[config.mk]
export PLATFORM = sky130hd
export DESIGN_NAME = wbalu_top
export DESIGN_NICKNAME = d
export VERILOG_FILES = /design/src/rtl/wbalu_pkg.sv /design/src/rtl/wbalu_adder.sv /design/src/rtl/wbalu_logic.sv /design/src/rtl/wbalu_flaggen.sv /design/src/rtl/wbalu_top.sv
export SDC_FILE = /design/constraint.sdc
export NUM_CORES = 1
export LEC_CHECK = 0
export BUFFER_PORTS_ARGS = -buffer_cell sky130_fd_sc_hd__buf_2
export CAP_MARGIN = 20
export CORE_MARGIN = 2
export CORE_UTILIZATION = 41
export DETAILED_ROUTE_END_ITERATION = 8
export PLACE_DENSITY = 0.65
export SYNTH_ARGS = -nofsm -noshare
export SYNTH_HDL_FRONTEND = slang
export SYNTH_SLANG_ARGS = --single-unit
[constraint.sdc]
create_clock -name clk -period 11.3 [get_ports clk]
set_input_delay 0 -clock clk [delete_from_list [all_inputs] [get_ports clk]]
set_output_delay 0 -clock clk [all_outputs]
set_load 0.01 [all_outputs]
[src/rtl/wbalu_pkg.sv]
package wbalu_pkg;

    localparam int WORD_W = 16;
    localparam int LANE_W = 8;
    localparam int OPC_W  = 4;
    localparam int FLAG_W = 4;

    typedef enum logic [OPC_W-1:0] {
        OP_ADD  = 4'd0,
        OP_ADDC = 4'd1,
        OP_SUB  = 4'd2,
        OP_SUBC = 4'd3,
        OP_AND  = 4'd4,
        OP_OR   = 4'd5,
        OP_XOR  = 4'd6,
        OP_MOV  = 4'd7,
        OP_SEXT = 4'd8
    } alu_op_e;

    typedef struct packed {
        logic v;
        logic c;
        logic n;
        logic z;
    } alu_flags_t;

    function automatic logic op_is_arith(alu_op_e op);
        return (op == OP_ADD) || (op == OP_ADDC) || (op == OP_SUB) || (op == OP_SUBC);
    endfunction

    function automatic logic op_is_sub(alu_op_e op);
        return (op == OP_SUB) || (op == OP_SUBC);
    endfunction

endpackage

[src/rtl/wbalu_adder.sv]
module wbalu_adder #(
    parameter int W = 16
) (
    input  logic [W-1:0] a,
    input  logic [W-1:0] b,
    input  logic         cin,
    output logic [W-1:0] sum,
    output logic [W:0]   carry   // carry[i] = carry into bit i, carry[W] = carry out
);
    assign carry[0] = cin;

    for (genvar i = 0; i < W; i++) begin : g_bit
        assign sum[i]     = a[i] ^ b[i] ^ carry[i];
        assign carry[i+1] = (a[i] & b[i]) | (a[i] & carry[i]) | (b[i] & carry[i]);
    end
endmodule

[src/rtl/wbalu_logic.sv]
module wbalu_logic
    import wbalu_pkg::*;
#(
    parameter int W  = 16,
    parameter int BW = 8
) (
    input  alu_op_e      op,
    input  logic [W-1:0] a,
    input  logic [W-1:0] b,
    output logic [W-1:0] res
);
    always_comb begin
        unique case (op)
            OP_AND:  res = a & b;
            OP_OR:   res = a | b;
            OP_XOR:  res = a ^ b;
            OP_SEXT: res = {{(W-BW){b[BW-1]}}, b[BW-1:0]};
            default: res = b;
        endcase
    end
endmodule

[src/rtl/wbalu_flaggen.sv]
module wbalu_flaggen
    import wbalu_pkg::*;
#(
    parameter int W  = 16,
    parameter int BW = 8
) (
    input  logic [W-1:0] res,
    input  logic [W:0]   carry,
    input  logic         byte_sel,
    input  logic         arith,
    input  logic         sub,
    output alu_flags_t   flags
);
    logic top_out, top_in;

    always_comb begin
        if (byte_sel) begin
            flags.z = (res[BW-1:0] == '0);
            flags.n = res[BW-1];
            top_out = carry[BW];
            top_in  = carry[BW-1];
        end else begin
            flags.z = (res == '0);
            flags.n = res[W-1];
            top_out = carry[W];
            top_in  = carry[W-1];
        end
        // subtraction reports borrow: the inverted adder carry
        flags.c = arith & (top_out ^ sub);
        flags.v = arith & (top_out ^ top_in);
    end
endmodule

[src/rtl/wbalu_top.sv]
module wbalu_top
    import wbalu_pkg::*;
#(
    parameter int DATA_W = WORD_W,
    parameter int BYTE_W = LANE_W
) (
    input  logic              clk,
    input  logic              rst,
    input  logic [DATA_W-1:0] op_a,
    input  logic [DATA_W-1:0] op_b,
    input  logic [OPC_W-1:0]  opcode,
    input  logic              byte_mode,
    input  logic              carry_in,
    input  logic              flag_we,
    output logic [DATA_W-1:0] result,
    output logic [FLAG_W-1:0] flags_now,
    output logic [FLAG_W-1:0] status
);
    alu_op_e           op;
    logic              arith, sub, byte_sel, add_cin;
    logic [DATA_W-1:0] b_eff, sum, logic_res, full_res;
    logic [DATA_W:0]   carry;
    alu_flags_t        flags_c, status_q;

    assign op       = alu_op_e'(opcode);
    assign arith    = op_is_arith(op);
    assign sub      = op_is_sub(op);
    assign byte_sel = byte_mode && (op != OP_SEXT);
    assign b_eff    = sub ? ~op_b : op_b;

    always_comb begin
        unique case (op)
            OP_ADDC: add_cin = carry_in;
            OP_SUB:  add_cin = 1'b1;
            OP_SUBC: add_cin = ~carry_in;
            default: add_cin = 1'b0;
        endcase
    end

    wbalu_adder #(.W(DATA_W)) u_add (
        .a     (op_a),
        .b     (b_eff),
        .cin   (add_cin),
        .sum   (sum),
        .carry (carry)
    );

    wbalu_logic #(.W(DATA_W), .BW(BYTE_W)) u_log (
        .op  (op),
        .a   (op_a),
        .b   (op_b),
        .res (logic_res)
    );

    assign full_res = arith ? sum : logic_res;
    assign result   = byte_sel ? {op_a[DATA_W-1:BYTE_W], full_res[BYTE_W-1:0]} : full_res;

    wbalu_flaggen #(.W(DATA_W), .BW(BYTE_W)) u_flg (
        .res      (result),
        .carry    (carry),
        .byte_sel (byte_sel),
        .arith    (arith),
        .sub      (sub),
        .flags    (flags_c)
    );

    always_ff @(posedge clk) begin
        if (rst)          status_q <= '0;
        else if (flag_we) status_q <= flags_c;
    end

    assign flags_now = flags_c;
    assign status    = status_q;
endmodule

==> key figures <==
Logic synthesis
  • Primary flip-flop cell chosen by synthesis mapping: sky130_fd_sc_hd__dfxtp_1
  • Average cell area after synthesis: 7.632 um2
  • Sequential fraction of the synthesis area: 0.03497
  • Fraction of synthesized cell area taken by the top area cell type: 0.1749
  • Synthesized flop and latch total: 4
  • Count of flip-flops with a built-in enable after synthesis: 0
  • Largest cells by area after synthesis: sky130_fd_sc_hd__ha_1 (17%), sky130_fd_sc_hd__fa_1 (14%), sky130_fd_sc_hd__inv_1 (7.9%)
  • Number of distinct library cells after synthesis: 44
  • Yosys Warn Count: 0
  • Net Count, Synth: 389
  • Post-synthesis cell type with the largest combined area: sky130_fd_sc_hd__ha_1
  • Cell area after synthesis: 2290 um2
  • Asr flop ratio synth: 0
  • Cell count after synthesis: 300

Worst setup path
  • Critical Path Max Stage Delay: 620 ps
  • Worst r2r path cells: 3
  • CP most frequent cell: sky130_fd_sc_hd__fa_1
  • Startpoint Class: primary input
  • Kind of end point of the critical path: output port
  • Max stage delay cell, worst path: sky130_fd_sc_hd__buf_2
  • Data required, critical path: 11300 ps
  • Crit path arrival time: 9160 ps
  • Worst setup path class: in -> out
  • Maximum fanout encountered on the critical timing path: 45

Clock tree
  • CTS root buffer: sky130_fd_sc_hd__clkbuf_8
  • Source-to-sink clock delay at the later pin of the worst-skew pair: 230 ps
  • Quantity of hold-fixing buffers added after cts: 0
  • Post-CTS sizing: 0
  • # clock sinks: 4
  • Clock-pin slew on the worst setup and hold paths: 30 ps
  • Longest Clk Path Bufs: 2
  • Post-CTS setup buffers: 0
  • TritonCTS clock tree: yes
  • Number of buffers inserted during clock tree synthesis: 3
  • H-tree levels: 1

Finish
  • Final antenna diode count: 0
  • Area occupied by multi-input gates: 1944 um2
  • Fillers: 561
  • Post-route standard cell area excluding fillers: 2671 um2
  • Net count reported at finish: 443
  • P&R area growth vs syn: 16.67%
  • Commonest cells after routing, fill and taps aside: sky130_fd_sc_hd__buf_2 (64), sky130_fd_sc_hd__inv_1 (48), sky130_fd_sc_hd__a21oi_1 (34)
  • Register area: 80.08 um2
  • Final cell utilization of the core: 0.4911
  • Flip-flop count of the largest register, all copies and words added: 4
  • Number of standard cells in the layout, taps in and fillers out: 424
  • Ratio of cells with drive above 1 in the final layout: 0.2216
  • Most frequent standard cell in the layout excluding fill and tap cells: sky130_fd_sc_hd__buf_2

Timing
  • Final worst path period share: 0.8105
  • Final critical-path required period: 9159 ps
  • Max Transition Viols Final: 0
  • Setup TNS: 0 ps
  • Final Hold Vio Count: 0
  • Worst hold margin: 24.58 ps
  • Tightest slew margin relative to the limit: 0.4208
  • Slew at the pin closest to its max-slew limit: 861.5 ps
  • Setup violation total in the final timing report: 0
  • Unrepaired setup endpoints after global routing: false
  • Final Skew: 0 ps
  • Fmax: 109.2 MHz

Placement
  • Placed instance count: 420
  • DP HPWL: 4.944 mm
  • Instance area after placement: 2623 um2
  • Placer's final routability congestion estimate: 0.8533
  • Count of input and output buffers: 64

Status
  • Result of the run: complete, no violations

Hold path
  • Hold WC Path Type: in -> reg
  • Depth of the worst hold-timing path: 2

Power
  • Part of the total power dissipated in the clock network: 0.201
  • Sequential share of power: 0.093
  • Power spent charging and discharging nets: 0.07626 mW
  • Logic pwr share: 0.706
  • Switching Fraction: 0.4697
  • Leakage component of the power: 1.364 nW
  • Ratio of total power to cell area: 60.78 nW/um2
  • P_int: 0.08611 mW
  • Maximum ir drop on the vdd rail: 0.03842 mV

Global route
  • Via count of the first global-routing pass: 2224
  • Antenna violations before repair: 0
  • Wire length of the first global-routing pass: 10.41 mm
  • Largest net degree at the start of global routing: 46
  • Global route total overflow: 0
  • Total routing resource utilization after global routing: 0.2055

Route
  • Drt via density: 5.417
  • Number of detailed-routing iterations run before antenna repair: 4
  • Residual DRC count: 0
  • Mean routed wirelength per cell: 14.71 um
  • Total via count in the routed design: 2297
  • Total wirelength of the detailed-routed design: 6.239 mm
  • Violation count after the first detailed-routing iteration: 147
  • Number of nets with antenna violations after detailed routing: 0

Die
  • Die extent in x: 78.73 um
  • Vertical die dimension: 78.73 um
  • Die ar.: 6198 um2
  • Boundary Pins: 65
  • Total core area: 5439 um2
  • Initial Util: 0.4210
  • Standard-cell row count: 27

Run
  • Number of maximum-capacitance constraint violations: 0
worst paths after layout:
kind	startpoint	to	slack (ps)
setup / recovery	opcode[0]	flags_now[0]	2140
hold / removal	rst	status[2]	20
setup reg to reg	status[0]	status[0]	10500
hold reg to reg	status[2]	status[2]	460
metal layers:
metal / global-route usage / routed length (um) / part of all wire
met3: 0.01705 / 343 / 0.055
met2: 0.3590 / 3024 / 0.48
met1: 0.2674 / 2724 / 0.44
met4: 0.06667 / 147 / 0.024
met5: 0 / 0 / 0
per-stage QoR:
stage               total power, mW  setup slack, ps
floorplan                   0.09258             2426
global placement             0.1274             1878
detailed placement           0.1296             1723
CTS                          0.1631             1721
global route                 0.1786             1561
finish                       0.1624             2141
cells in the mapped netlist, types with 2 or more instances:
cell	instances
sky130_fd_sc_hd__a211oi_1	5
sky130_fd_sc_hd__a21o_1	8
sky130_fd_sc_hd__a21oi_1	34
sky130_fd_sc_hd__a221oi_2	2
sky130_fd_sc_hd__a22oi_1	7
sky130_fd_sc_hd__a31oi_1	2
sky130_fd_sc_hd__and2_1	4
sky130_fd_sc_hd__and3b_1	4
sky130_fd_sc_hd__buf_2	8
sky130_fd_sc_hd__clkbuf_1	7
sky130_fd_sc_hd__dfxtp_1	4
sky130_fd_sc_hd__fa_1	16
sky130_fd_sc_hd__ha_1	32
sky130_fd_sc_hd__inv_1	48
sky130_fd_sc_hd__mux2i_1	8
sky130_fd_sc_hd__nand2_1	15
sky130_fd_sc_hd__nand2b_1	11
sky130_fd_sc_hd__nor2_1	16
sky130_fd_sc_hd__nor3b_1	2
sky130_fd_sc_hd__nor4_1	5
sky130_fd_sc_hd__o21a_1	2
sky130_fd_sc_hd__o21ai_0	14
sky130_fd_sc_hd__o221ai_1	7
sky130_fd_sc_hd__xnor2_1	18
sky130_fd_sc_hd__xor2_1	2
kinds of logic after synthesis:
logic type / after synthesis / share of synthesized area
compound gates: 89 / 0.2574
xor+xnor: 20 / 0.07650
fa+ha+maj: 48 / 0.3148
buf+inv: 65 / 0.1158
flops: 4 / 0.03497
mux: 9 / 0.04481
simple gates: 65 / 0.1557
cell type report:
cell class	instances	area share
flip-flops and latches	4	0.02998
clock buffers	3	0.01546
inverters	48	0.06745
well taps	72	0.03372
multi-input cells	231	0.7279
repair buffers	66	0.1255
worst max-delay path: cells and delay by family:
kind / cells / cell delay, ps
adders and majority gates: 16 / 6750
buffers and inverters: 4 / 930
and+or+nand+nor: 6 / 760
AOI/OAI and AO/OA: 3 / 520
xor gates and xnor gates: 1 / 180
power by group through the flow:
stage | registers, mW | clock network [mW] | logic [mW]
2_1_floorplan | 0.0156 | 0 | 0.0770
3_5_place_dp | 0.0153 | 0 | 0.114
6_report | 0.0151 | 0.0326 | 0.115
4_1_cts | 0.0151 | 0.0328 | 0.115
5_1_grt | 0.0151 | 0.0337 | 0.130
3_3_place_gp | 0.0153 | 0 | 0.112
Note: power is estimated with default switching activity, not from simulation.
